`config.mk`:
```
export PLATFORM = sky130hd
export DESIGN_NAME = fpcmp_unit
export DESIGN_NICKNAME = d
export VERILOG_FILES = /design/src/rtl/fpcmp_pkg.sv /design/src/rtl/fpcmp_classify.sv /design/src/rtl/fpcmp_order.sv /design/src/rtl/fpcmp_unit.sv
export SDC_FILE = /design/constraint.sdc
export NUM_CORES = 1
export LEC_CHECK = 0
export BUFFER_PORTS_ARGS = -buffer_cell sky130_fd_sc_hd__buf_2
export CAP_MARGIN = 15
export CORE_MARGIN = 4
export CORE_UTILIZATION = 35
export CTS_BUF_LIST = sky130_fd_sc_hd__clkbuf_16
export DETAILED_ROUTE_END_ITERATION = 8
export PLACE_DENSITY = 0.66
export SYNTH_ARGS = -nofsm -noshare
export SYNTH_HDL_FRONTEND = slang
export SYNTH_SLANG_ARGS = --single-unit
```
`constraint.sdc`:
```
create_clock -name clk -period 7.89 [get_ports clk]
set_clock_uncertainty 0.1 [all_clocks]
set_input_delay 1.1835 -clock clk [delete_from_list [all_inputs] [get_ports clk]]
set_output_delay 1.1835 -clock clk [all_outputs]
set_load 0.05 [all_outputs]
```
`src/rtl/fpcmp_pkg.sv`:
```
package fpcmp_pkg;
    parameter int unsigned WORD_W     = 64;
    parameter int unsigned SGL_EXP_W  = 8;
    parameter int unsigned SGL_FRAC_W = 23;
    parameter int unsigned DBL_EXP_W  = 11;
    parameter int unsigned DBL_FRAC_W = 52;
    parameter int unsigned CC_W       = 3;
    parameter int unsigned PRED_W     = 4;
    localparam int unsigned MAG_W     = WORD_W - 1;

    // predicate bit positions
    localparam int unsigned P_UN  = 0;
    localparam int unsigned P_EQ  = 1;
    localparam int unsigned P_LT  = 2;
    localparam int unsigned P_SIG = 3;

    typedef struct packed {
        logic             sign;
        logic [MAG_W-1:0] mag;
        logic             is_zero;
        logic             is_nan;
        logic             is_snan;
    } opnd_t;

    typedef struct packed {
        logic            valid;
        logic            result;
        logic [CC_W-1:0] cc;
        logic            invalid;
    } cmp_state_t;
endpackage

```
`src/rtl/fpcmp_classify.sv`:
```
module fpcmp_classify
    import fpcmp_pkg::*;
(
    input  logic [WORD_W-1:0] op,
    input  logic              fmt_dbl,
    output opnd_t             info
);
    localparam int unsigned S_TOP = SGL_EXP_W + SGL_FRAC_W;
    localparam int unsigned D_TOP = DBL_EXP_W + DBL_FRAC_W;

    logic exp_ones;
    logic frac_nz;
    logic quiet_bit;

    always_comb begin
        info = '0;
        if (fmt_dbl) begin
            info.sign = op[D_TOP];
            info.mag  = MAG_W'(op[D_TOP-1:0]);
            exp_ones  = &op[D_TOP-1:DBL_FRAC_W];
            frac_nz   = |op[DBL_FRAC_W-1:0];
            quiet_bit = op[DBL_FRAC_W-1];
        end else begin
            info.sign = op[S_TOP];
            info.mag  = MAG_W'(op[S_TOP-1:0]);
            exp_ones  = &op[S_TOP-1:SGL_FRAC_W];
            frac_nz   = |op[SGL_FRAC_W-1:0];
            quiet_bit = op[SGL_FRAC_W-1];
        end
        info.is_zero = (info.mag == '0);
        info.is_nan  = exp_ones & frac_nz;
        info.is_snan = info.is_nan & ~quiet_bit;
    end
endmodule

```
`src/rtl/fpcmp_order.sv`:
```
module fpcmp_order
    import fpcmp_pkg::*;
(
    input  opnd_t a,
    input  opnd_t b,
    input  logic  abs_mode,
    output logic  lt,
    output logic  eq,
    output logic  unord
);
    logic sa, sb;
    logic mag_lt, mag_eq;

    always_comb begin
        unord  = a.is_nan | b.is_nan;
        sa     = a.sign & ~abs_mode;
        sb     = b.sign & ~abs_mode;
        mag_lt = a.mag < b.mag;
        mag_eq = a.mag == b.mag;
        lt     = 1'b0;
        eq     = 1'b0;
        if (!unord) begin
            if (a.is_zero && b.is_zero) begin
                eq = 1'b1;
            end else if (sa != sb) begin
                lt = sa;
            end else begin
                eq = mag_eq;
                lt = sa ? (~mag_lt & ~mag_eq) : mag_lt;
            end
        end
    end
endmodule

```
`src/rtl/fpcmp_unit.sv`:
```
module fpcmp_unit
    import fpcmp_pkg::*;
(
    input  logic              clk,
    input  logic              rst_n,
    input  logic              in_valid,
    input  logic [WORD_W-1:0] op_a,
    input  logic [WORD_W-1:0] op_b,
    input  logic              fmt_dbl,
    input  logic              abs_mode,
    input  logic [PRED_W-1:0] cond,
    input  logic [CC_W-1:0]   cc_idx,
    output logic              out_valid,
    output logic              out_result,
    output logic [CC_W-1:0]   out_cc_idx,
    output logic              out_invalid
);
    localparam int unsigned N_OPS = 2;

    logic [WORD_W-1:0] ops [N_OPS];
    opnd_t             info [N_OPS];
    logic              rel_lt, rel_eq, rel_un;
    cmp_state_t        st_d, st_q;

    assign ops[0] = op_a;
    assign ops[1] = op_b;

    for (genvar g = 0; g < N_OPS; g++) begin : g_cls
        fpcmp_classify u_cls (
            .op      (ops[g]),
            .fmt_dbl (fmt_dbl),
            .info    (info[g])
        );
    end

    fpcmp_order u_ord (
        .a        (info[0]),
        .b        (info[1]),
        .abs_mode (abs_mode),
        .lt       (rel_lt),
        .eq       (rel_eq),
        .unord    (rel_un)
    );

    always_comb begin
        st_d       = st_q;
        st_d.valid = in_valid;
        if (in_valid) begin
            st_d.result  = (cond[P_LT] & rel_lt) | (cond[P_EQ] & rel_eq)
                         | (cond[P_UN] & rel_un);
            st_d.cc      = cc_idx;
            st_d.invalid = rel_un & (cond[P_SIG] | info[0].is_snan | info[1].is_snan);
        end
    end

    always_ff @(posedge clk) begin
        if (!rst_n) st_q <= '0;
        else        st_q <= st_d;
    end

    assign out_valid   = st_q.valid;
    assign out_result  = st_q.result;
    assign out_cc_idx  = st_q.cc;
    assign out_invalid = st_q.invalid;

    AST_VALID_FOLLOWS: assert property (@(posedge clk) disable iff (!rst_n)
        in_valid |=> out_valid);
    AST_IDLE_HOLDS: assert property (@(posedge clk) disable iff (!rst_n)
        !in_valid |=> !out_valid && $stable(out_result) && $stable(out_invalid));
    AST_CC_CARRIED: assert property (@(posedge clk) disable iff (!rst_n)
        in_valid |=> out_cc_idx == $past(cc_idx));
    AST_ORDERED_NO_INVALID: assert property (@(posedge clk) disable iff (!rst_n)
        (in_valid && !rel_un) |=> !out_invalid);
    AST_NAN_IS_UNORDERED: assert property (@(posedge clk) disable iff (!rst_n)
        (in_valid && (info[0].is_nan || info[1].is_nan)) |-> (rel_un && !rel_lt && !rel_eq));
    AST_LT_EXCLUDES_EQ: assert property (@(posedge clk) disable iff (!rst_n)
        in_valid |-> !(rel_lt && rel_eq));
endmodule

```
**Yosys cells after proc, flatten, opt, wreduce, memory -nomap -nowiden**

Index checks and enable logic that the tools add are counted.

- $lt $le $gt $ge: 1
- Muxes and demuxes: 15
- Bitwise operators: 21
- Reduce and logical (&&, ||, !) cells: 11
- Eq/ne operators: 2

Operator list:

| operator | count |
|---|---|
| $mux 64 | 2 |
| $logic_not 63->1 | 2 |
| $reduce_or 52->1 | 2 |
| $eq 63x63->1 | 1 |
| $lt 63x63->1 | 1 |
| $reduce_or 23->1 | 2 |
| $reduce_and 11->1 | 2 |
| $reduce_and 8->1 | 2 |
| $mux 1 | 13 |
| $and 1x1->1 | 11 |
| $not 1->1 | 5 |
| $or 1x1->1 | 5 |
| $logic_and 1x1->1 | 1 |
| $ne 1x1->1 | 1 |

- Bits in registers: 6
- Input bits: 140
- Word-level logic and storage cells: 54

**Logic depth before layout (Yosys ltp)**

Gate-level depths: netlist of the first run.

- Word-level depth: 11
- Mapped depth: 13
- Gate-level depth less buffers: 10

**Cells and area by module**

Synthesis of the first run repeated with hierarchy kept, for this count alone.

- Cells, all modules: 473
- Area, all modules: 3348.2 um^2

By module, submodules not included:

| module | cells each | times used | area each (um^2) |
|---|---|---|---|
| fpcmp_order | 239 | 1 | 1675.4 |
| fpcmp_classify | 107 | 2 | 721.9 |
| fpcmp_unit | 20 | 1 | 229.0 |

**Worst setup path after synthesis of the first run**

OpenSTA, ideal clock, no wires.

- Path type: input-to-reg
- From: in fmt_dbl
- To: reg st_q, in the netlist out_result
- Data required time: 7.711 ns
- Path buffers: 3
- Arrival time: 3.558 ns
- Cell stages on the path: 13
- Path slack: 4.153 ns
- Cell sequence: buf_6 -> clkbuf_1 -> clkbuf_1 -> nand2_1 -> ha_1 -> a21oi_1 -> o21ai_1 -> a221oi_1 -> o21ai_0 -> a211oi_1 -> o211ai_1 -> mux2_1 -> a211oi_2

- Word-level cells in the longest chain between the ends: 11
- Elaborated cells between the ends (all ways): 32
- Those cells by class: order compare: 1; eq/ne: 2; mux: 13; bitwise: 13; reduce/logical: 3

RTL lines:

| element | line | source |
|---|---|---|
| start: declaration | fpcmp_unit.sv:9 | `input logic fmt_dbl,` |
| $mux 64 | fpcmp_classify.sv:17 | `if (fmt_dbl) begin` |
| $lt 63x63->1 / $eq 63x63->1 (equally long branches) | fpcmp_order.sv:18, fpcmp_order.sv:19 |  |
| $not 1->1 | fpcmp_order.sv:29 | `lt = sa ? (~mag_lt & ~mag_eq) : mag_lt;` |
| $and 1x1->1 | fpcmp_order.sv:29 |  |
| $mux 1 | fpcmp_order.sv:29 |  |
| $mux 1 | fpcmp_order.sv:25 | `end else if (sa != sb) begin` |
| $mux 1 | fpcmp_order.sv:23 | `if (a.is_zero && b.is_zero) begin` |
| $mux 1 | fpcmp_order.sv:22 | `if (!unord) begin` |
| $and 1x1->1 | fpcmp_unit.sv:49 | `st_d.result = (cond[P_LT] & rel_lt) \| (cond[P_EQ] & rel_eq)` |
| $or 1x1->1 | fpcmp_unit.sv:49 |  |
| $or 1x1->1 * | fpcmp_unit.sv:50 | `\| (cond[P_UN] & rel_un);` |
| end signal: assignment | fpcmp_unit.sv:58 | `else st_q <= st_d;` |
| end: declaration | fpcmp_unit.sv:23 | `cmp_state_t st_d, st_q;` |

Mark *: on every way between the ends. The rest lies on a longest branch, timed or not.
A chain may end at the register's enable or synchronous reset.

**Final worst setup path of the first run**

Ends and elaborated chain as after synthesis.

==> summary.md, run 1 <==
| Metric | Value |
|---|---|
| Synth Instances | `373` |
| Max-Slew Margin vs Limit | `38.1%` |
| FF-to-FF setup slack | `7.05 ns` |
| Peak Freq | `0.249 GHz` |
| Crit share post-route | `51.0%` |
| Initial antenna violation count | `0` |
| Hold path start | `out_cc_idx[2]$_SDFFE_PN0P_` |
| GR Util All Layers | `18.9%` |
| Fin area | `3450 sq um` |
| GPL Wtd Cong | `0.902` |
| Root buffer cell | `clkbuf_16` |
| CTS tree | `done` |
| Cells on worst reg2reg path | `2` |
| Area share of the largest cell type after synthesis | `30.7%` |
| Total gr overflow | `0` |
| Layout area overhead | `34.3%` |
| Starting Density | `37.0%` |
| Full die area | `8770 sq um` |
| Drt total wl | `8.50 mm` |
| Syn nets | `576` |
| Maximum capacitance violations | `0` |
| Die Y | `93.7 um` |
| Share of layout cells above drive strength 1 | `30.3%` |
| Crit Path Category | `input port to register` |
| DR pass1 iterations | `4` |
| CP startpoint kind | `input port` |
| Core ar. | `6940 sq um` |
| LEAKAGE | `1.77 nW` |
| Comb pwr share | `57.3%` |
| Worst reg2reg startpoint | `out_result$_SDFFE_PN0P_` |
| CTS Sinks | `6` |
| Port Buffers | `145` |
| Die W | `93.7 um` |
| CTS buffer count | `3` |
| DRC | `0` |
| Crit. End Element | `register` |
| Worst-Margin Slew | `0.929 ns` |
| Synth area leader | `ha_1` |
| Routed vias | `3210` |
| Postcts setup bufs | `0` |
| Clock power frac | `30.4%` |
| Clk slew on worst S/H paths | `0.03 ns` |
| Maximum VDD drop | `49.9 uV` |
| Final min period | `4.02 ns` |
| Unrepaired setup endpoints after global routing | `no` |
| First-pass GRT wire length | `14.0 mm` |
| Number of synthesized flops with an enable pin | `0` |
| Hold Path Class | `register to register` |
| Slew Limit Fails | `0` |
| Reg2reg end | `out_result$_SDFFE_PN0P_` |
| CTS Hold Bufs | `0` |
| Vias in the first global route | `3219` |
| Hold depth | `2` |
| Synthesized cell area | `2570 sq um` |
| Synth Warn # | `0` |
| Worst skew pair latency | `0.23 ns` |
| Switching Share | `37.8%` |
| Net Sw Power | `0.000102 W` |
| Area after DPL | `3370 sq um` |
| PostCTS Resize Cnt | `0` |
| WL/cell | `14.0 um` |
| Internal power | `0.000167 W` |
| Main flop type after synthesis | `dfxtp_1` |
| Crit path arrival time | `4.07 ns` |
| Clk buf depth | `2` |
| CP max FO | `70` |
| H-tree depth | `1` |
| Yosys reg bits | `6` |
| Final Hold Viols | `0` |
| Critical path required time | `7.93 ns` |
| Outcome | `finished, final reports clean` |
| Final setup fails | `0` |
| Yosys cell types | `44` |
| Hold EP | `out_cc_idx[2]$_SDFFE_PN0P_` |
| Seq/Total Area, Yosys | `4.68%` |
| Avg Synthesized Cell Area | `6.88 sq um` |
| Via/cell ratio | `5.28` |
| Flop pwr share | `12.3%` |
| Std-Cell Rows | `30` |
| Pwr Density | `78.0 nW/um^2` |
| Largest net degree at the start of global routing | `71` |
| Diodes inserted | `0` |
| Post-layout net count | `717` |
| Sum Neg Setup Slack | `0 ns` |
| Top Ports | `146` |
| Hpwl dp | `7.72 mm` |
| Synth top area cells | `ha_1 (31%), nand2_1 (9.2%), and2_1 (8.0%)` |
| Number of fill cells in the layout | `733` |
| DR iter-0 viols | `90` |
| Antenna viol nets, final | `0` |
| FFs w/ async S/R, synth | `0%` |
## logic make-up (layout without fill, tap and decap cells)
family                     after synthesis  after routing  share of synthesized area [%]
buffers and inverters                   41            180                           6.29
adders and majority gates               63             63                           30.7
xor gates and xnor gates                 1              1                          0.341
and+or+nand+nor                        190            190                           39.1
AOI/OAI and AO/OA                       66             66                           16.5
muxes                                    6              6                           2.39
DFF                                      6              6                           4.68
## critical path, cell delays in order
cell      delay [ns]
buf_2           0.70
nand2_1         0.16
ha_1            0.37
nand4_1         0.10
nor4_1          0.47
a221oi_1        0.17
o21ai_0         0.12
a211oi_1        0.11
o211ai_1        0.12
mux2_1          0.36
a211oi_2        0.18
## Yosys cell counts (all sizes together), types with 3 or more instances
library cell / instances
a211oi: 4
a21o: 4
a21oi: 26
a31oi: 3
and2: 33
clkbuf: 8
dfxtp: 6
ha: 63
inv: 32
mux2i: 5
nand2: 63
nand3: 5
nand4: 23
nor2: 14
nor2b: 3
nor3: 11
nor4: 31
o21ai: 13
## flip-flops by register name, indices dropped and copies added, names as in the netlist
register and cells:
out_result 1, out_valid 1, out_cc_idx 3, out_invalid 1
## metrics by stage
stage	power (W)	utilization, %	cells	hold WS, ns	setup slack (ns)
2_1_floorplan	0.000120	-	373	0.643	4.15
3_3_place_gp	0.000184	48.6	605	0.395	3.81
3_5_place_dp	0.000188	48.6	605	0.405	3.60
4_1_cts	0.000271	49.6	608	0.419	3.83
5_1_grt	0.000295	49.6	608	0.457	3.54
6_report	0.000269	49.6	608	0.410	3.87
## cell type report
class                           instances  area, sq um  area share [%]
Clock buffer                            3         75.1            2.18
Inverter                               32          120            3.48
Multi-Input combinational cell        326         2290            66.3
Sequential cell                         6          120            3.48
Tap cell                               96          120            3.48
Timing Repair Buffer                  145          726            21.1
## layer usage
layer  GRT usage (%)  share of wire (%)
met1            24.7                 44
met2            34.8                 48
met4            2.29               0.52
met5               0                  0
met3            1.44                8.1
## worst max-delay path by stage
| stage | end | slack, ns | start |
|---|---|---|---|
| after global routing | out_result$_SDFFE_PN0P_ | 3.54 | fmt_dbl |
| after detailed placement | out_result$_SDFFE_PN0P_ | 3.60 | fmt_dbl |
| after global placement | out_result$_SDFFE_PN0P_ | 3.81 | fmt_dbl |
| after floorplan | out_result$_SDFFE_PN0P_ | 4.15 | fmt_dbl |
| after CTS | out_result$_SDFFE_PN0P_ | 3.83 | fmt_dbl |
| final | out_result$_SDFFE_PN0P_ | 3.87 | fmt_dbl |
## power by group through the flow
stage / Combinational [W] / Clock (W) / Sequential, W
after global placement: 0.000151 / 0 / 0.0000335
after CTS: 0.000155 / 0.0000826 / 0.0000331
after detailed placement: 0.000154 / 0 / 0.0000335
after floorplan: 0.0000801 / 0 / 0.0000399
final: 0.000154 / 0.0000818 / 0.0000331
after global routing: 0.000178 / 0.0000840 / 0.0000333
## cell usage in the layout (no fill, tap or decap), types with 4 or more instances in the layout
| cell type | count |
|---|---|
| mux2i_1 | 5 |
| nor4_1 | 30 |
| a21oi_1 | 25 |
| and2_1 | 33 |
| nand3_1 | 5 |
| a21o_1 | 4 |
| nor3_1 | 9 |
| nor2_1 | 14 |
| buf_2 | 145 |
| nand2_1 | 63 |
| dfxtp_1 | 6 |
| nand4_1 | 23 |
| ha_1 | 63 |
| o21ai_0 | 11 |
| inv_1 | 32 |
(Power assumes the default switching activity.)
==> run 2: changes to the inputs <==
- clock period: 7.89 -> 4.2 ns (I/O delays scaled with it)
==> run 2 against run 1 <==
  * First-iteration DRC count grew 20%
  * Utilization is the same
  * Register-to-register slack lost 3.7 ns
  * Largest cell class unchanged
  * Critical path depth is the same
  * Cell area is the same
  * Sequential share of layout area is the same
  * Final cell count is the same
  * Combinational power grew 89%
  * Critical path type unchanged
  * Non-clock buffer count is the same
  * Power grew 89%
  * Count of clock-buffer cells in the layout is the same
==> summary.md, run 2 (synthesis gave the netlist of run 1 again) <==
| Metric | Value |
|---|---|
| Outcome | `finished, final reports clean` |
| PostCTS Resize Cnt | `0` |
| Core ar. | `6940 sq um` |
| Commonest non-fill, non-tap cell in the layout | `buf_2` |
| CP startpoint kind | `input port` |
| Crit-path max cell delay | `0.71 ns` |
| Slowest-stage cell, CP | `buf_2` |
| Pwr Density | `148 nW/um^2` |
| CTS tree | `done` |
| Final Hold Viols | `0` |
| Area after DPL | `3370 sq um` |
| LEAKAGE | `1.77 nW` |
| Routed vias | `3173` |
| Flip-flop count of the largest register after layout | `3` |
| Fin area | `3450 sq um` |
| Hpwl dp | `7.74 mm` |
| Largest net degree at the start of global routing | `71` |
| CP delay by family, top | `compound AO/OA/AOI/OAI gates` |
| Maximum VDD drop | `86.4 uV` |
| Flop pwr share | `12.2%` |
| Crit share post-route | `82.1%` |
| WL/cell | `14.0 um` |
| Port Buffers | `145` |
| Internal power | `0.000315 W` |
| Worst-Margin Slew | `0.949 ns` |
| Total gr overflow | `0` |
| Hold Path Class | `register to register` |
| Final setup fails | `0` |
| DRC | `0` |
| Die W | `93.7 um` |
| First-pass GRT wire length | `14.0 mm` |
| Worst Path Buf+Inv | `1` |
| Root buffer cell | `clkbuf_16` |
| Comb pwr share | `57.1%` |
| Slew Limit Fails | `0` |
| Maximum capacitance violations | `0` |
| CTS buffer count | `3` |
| Peak Freq | `0.290 GHz` |
| Clk slew on worst S/H paths | `0.04 ns` |
| Switching Share | `38.1%` |
| Number of fill cells in the layout | `713` |
| Critical path required time | `4.25 ns` |
| Clk buf depth | `2` |
| CTS Sinks | `6` |
| Critical-path cell list | `buf_2, nand2_1, ha_1, nand4_1, nor4_1, a221oi_1, o21ai_0, a211oi_1, o211ai_1, mux2_1, a211oi_2` |
| Worst skew pair latency | `0.23 ns` |
| CTS Hold Bufs | `0` |
| Postcts setup bufs | `0` |
| Std-Cell Rows | `30` |
| Vias in the first global route | `3183` |
| Drt total wl | `8.52 mm` |
| Full die area | `8770 sq um` |
| Post-layout net count | `717` |
| Clock power frac | `30.7%` |
| Sum Neg Setup Slack | `0 ns` |
| FF-to-FF setup slack | `3.36 ns` |
| Worst slack, placed | `0.505 ns` |
| Top Ports | `146` |
| Crit Path Category | `input port to register` |
| Initial antenna violation count | `0` |
| Design Power | `0.000509 W` |
| Antenna viol nets, final | `0` |
| Starting Density | `37.0%` |
| Crit path arrival time | `3.50 ns` |
| DR pass1 iterations | `4` |
| GPL Wtd Cong | `0.902` |
| Share of layout cells above drive strength 1 | `30.3%` |
| Final min period | `3.45 ns` |
| Via/cell ratio | `5.22` |
| Most frequent cells in the layout | `buf_2 (145), nand2_1 (63), ha_1 (63)` |
| DR iter-0 viols | `108` |
| Max-Slew Margin vs Limit | `36.7%` |
| H-tree depth | `1` |
| CP max FO | `70` |
| Die Y | `93.7 um` |
| Final WS setup | `0.751 ns` |
| GR Util All Layers | `19.2%` |
| Diodes inserted | `0` |
| Net Sw Power | `0.000194 W` |
| Unrepaired setup endpoints after global routing | `no` |
| Layout area overhead | `34.3%` |
| Crit. End Element | `register` |
## run 2: tightest hold or removal path, cell delays in order, from the launching register on
cell     delay (ns)
dfxtp_1        0.31
mux2i_1        0.06
nor2b_1        0.09
## run 2: through the flow
stage / utilization [%] / cells / hold slack, ns
after floorplan: - / 373 / 0.643
after global routing: 49.6 / 608 / 0.439
after detailed placement: 48.6 / 605 / 0.405
after CTS: 49.6 / 608 / 0.418
after global placement: 48.6 / 605 / 0.395
final: 49.6 / 608 / 0.407
## run 2: final cells by class
type	count	area [sq um]	share of cell area (%)
Multi-Input combinational cell	326	2290	66.3
Clock buffer	3	75.1	2.18
Sequential cell	6	120	3.48
Tap cell	96	120	3.48
Timing Repair Buffer	145	726	21.1
Inverter	32	120	3.48
## run 2: path summary, 6_finish.rpt
kind / start / end / cells after the start
min: out_cc_idx[2]$_SDFFE_PN0P_ / out_cc_idx[2]$_SDFFE_PN0P_ / 2
max reg2reg: out_result$_SDFFE_PN0P_ / out_result$_SDFFE_PN0P_ / 2
max: fmt_dbl / out_result$_SDFFE_PN0P_ / 11
min reg2reg: out_cc_idx[2]$_SDFFE_PN0P_ / out_cc_idx[2]$_SDFFE_PN0P_ / 2
## run 2: power groups by stage
stage / logic (W) / registers (W) / clock network (W)
6_report: 0.000291 / 0.0000622 / 0.000156
5_1_grt: 0.000333 / 0.0000626 / 0.000162
4_1_cts: 0.000292 / 0.0000623 / 0.000160
3_5_place_dp: 0.000290 / 0.0000631 / 0
3_3_place_gp: 0.000283 / 0.0000630 / 0
2_1_floorplan: 0.000150 / 0.0000750 / 0
## run 2: per-layer routing
metal	global-route usage [%]	wire, um	vias up
met3	1.28	626	6
li1	-	-	1675
met1	24.4	3770	1374
met5	0	0	-
met2	35.9	4070	118
met4	2.77	57	0
==> run 3: changes to the inputs <==
- clock period: 4.2 -> 3.5 ns (I/O delays scaled with it)
==> run 3 against run 2 <==
  * Setup slack worse by 0.32 ns
  * Clock power up 17%
  * Non-clock buffer count up 3
  * Global-route usage down 0.75 points
  * Largest cell class unchanged
==> summary.md, run 3 (synthesis gave the netlist of run 1 again) <==
| Metric | Value |
|---|---|
| Maximum VDD drop | `117 uV` |
| Hold depth | `2` |
| CTS Sinks | `6` |
| PostCTS Resize Cnt | `0` |
| Full die area | `8770 sq um` |
| Cells on worst reg2reg path | `2` |
| Clk slew on worst S/H paths | `0.03 ns` |
| Total gr overflow | `0` |
| Clk buf depth | `2` |
| Vias in the first global route | `3201` |
| Starting Density | `37.0%` |
| CTS buffer count | `3` |
| Critical-path cell list | `buf_2, buf_12, nand2_1, ha_1, nand4_1, nor4_2, nand4_1, o211ai_1, mux2_1, a211oi_2` |
| Antenna viol nets, final | `0` |
| Core ar. | `6940 sq um` |
| Diodes inserted | `0` |
| Crit-path max cell delay | `0.43 ns` |
| Final Util | `50.1%` |
| Unrepaired setup endpoints after global routing | `no` |
| Port Buffers | `145` |
| Pwr Density | `175 nW/um^2` |
| GPL Wtd Cong | `0.901` |
| Clock power frac | `30.1%` |
| Worst reg2reg startpoint | `out_result$_SDFFE_PN0P_` |
| Final Hold Viols | `0` |
| Crit path arrival time | `3.11 ns` |
| Top cell by count, worst path | `nand4_1` |
| Crit share post-route | `87.7%` |
| CTS Hold Bufs | `0` |
| Root buffer cell | `clkbuf_16` |
| CP max FO | `36` |
| Slew Limit Fails | `0` |
| Crit. End Element | `register` |
| Flip-flop count of the largest register after layout | `3` |
| Flop pwr share | `12.3%` |
| CTS tree | `done` |
| Layout area overhead | `35.6%` |
| Worst Path Buf+Inv | `2` |
| Std-Cell Rows | `30` |
| Worst skew pair latency | `0.22 ns` |
| Critical path required time | `3.54 ns` |
| Die W | `93.7 um` |
| Top Ports | `146` |
| DR iter-0 viols | `94` |
| DRC | `0` |
| Area of the multi-input gates | `2290 sq um` |
| Hpwl dp | `7.67 mm` |
| Initial antenna violation count | `0` |
| GR Util All Layers | `18.4%` |
| Die Y | `93.7 um` |
| H-tree depth | `1` |
| Largest net degree at the start of global routing | `37` |
| Hold path start | `out_cc_idx[2]$_SDFFE_PN0P_` |
| Routed vias | `3246` |
| First-pass GRT wire length | `13.6 mm` |
| Comb pwr share | `57.6%` |
| Share of layout cells above drive strength 1 | `30.7%` |
| FF-to-FF setup slack | `2.71 ns` |
| Slowest-stage cell, CP | `buf_2` |
| Internal power | `0.000380 W` |
| Most frequent cells in the layout | `buf_2 (145), nand2_1 (63), ha_1 (63)` |
| Outcome | `finished, final reports clean` |
| Commonest non-fill, non-tap cell in the layout | `buf_2` |
| Register area | `120 sq um` |
| DR pass1 iterations | `4` |
| Switching Share | `37.6%` |
| Drt total wl | `8.43 mm` |
| Worst-Margin Slew | `0.534 ns` |
| Number of fill cells in the layout | `707` |
| Peak Freq | `0.326 GHz` |
| Sum Neg Setup Slack | `0 ns` |
| CP startpoint kind | `input port` |
| Reg2reg end | `out_result$_SDFFE_PN0P_` |
| Final setup fails | `0` |
| Postcts setup bufs | `0` |
| Via/cell ratio | `5.31` |
| Max-Slew Margin vs Limit | `64.4%` |
| Final min period | `3.07 ns` |
| Post-layout net count | `720` |
| WL/cell | `13.8 um` |
| CP delay by family, top | `simple AND/OR/NAND/NOR gates` |
| Maximum capacitance violations | `0` |
| Crit Path Category | `input port to register` |
| Net Sw Power | `0.000229 W` |
| Hold EP | `out_cc_idx[2]$_SDFFE_PN0P_` |
| Hold Path Class | `register to register` |
| LEAKAGE | `1.79 nW` |
==> run 3: cell type report <==
class,count,share of cell area (%)
inverter,32,3.45
multi-input combinational,326,65.6
clock buffer,3,2.16
sequential,6,3.45
tap,96,3.45
timing repair buffer,148,21.8
==> run 3: worst max path at each step <==
stage | start | to | slack (ns) | depth (start not counted)
after CTS | fmt_dbl | out_result$_SDFFE_PN0P_ | 0.44 | 11
final | fmt_dbl | out_result$_SDFFE_PN0P_ | 0.43 | 10
after global placement | fmt_dbl | out_result$_SDFFE_PN0P_ | 0.27 | 10
after floorplan | fmt_dbl | out_result$_SDFFE_PN0P_ | 0.42 | 13
after global routing | fmt_dbl | out_result$_SDFFE_PN0P_ | 0.15 | 10
after detailed placement | fmt_dbl | out_result$_SDFFE_PN0P_ | 0.21 | 10
==> run 3: metrics by stage <==
stage / hold slack [ns] / cell area [sq um] / std cells / power [W] / worst slack [ns]
after detailed placement: 0.415 / 3410 / 608 / 0.000425 / 0.210
after global routing: 0.458 / 3480 / 611 / 0.000668 / 0.153
after global placement: 0.394 / 3410 / 608 / 0.000416 / 0.275
final: 0.430 / 3480 / 611 / 0.000608 / 0.431
after CTS: 0.427 / 3480 / 611 / 0.000612 / 0.437
after floorplan: 0.552 / 2570 / 373 / 0.000271 / 0.421
==> run 3: metal layers <==
metal	track usage [%]	part of all wire, %	vias to the layer above
li1	-	-	1681
met1	24.0	46	1437
met2	33.5	46	124
met3	1.76	7.0	4
met4	2.65	0.51	0
met5	0	0	-
==> run 3: power groups by stage <==
stage | Combinational [W] | Sequential (W) | Clock, W
floorplan | 0.000181 | 0.0000900 | 0
global route | 0.000401 | 0.0000753 | 0.000192
global placement | 0.000341 | 0.0000756 | 0
finish | 0.000350 | 0.0000749 | 0.000183
detailed placement | 0.000349 | 0.0000758 | 0
CTS | 0.000351 | 0.0000748 | 0.000186
==> run 3: worst register-to-register path: stages (launching register included) <==
cell and delay, ns:
dfxtp_1 0.30, o21ai_0 0.22, a211oi_2 0.05
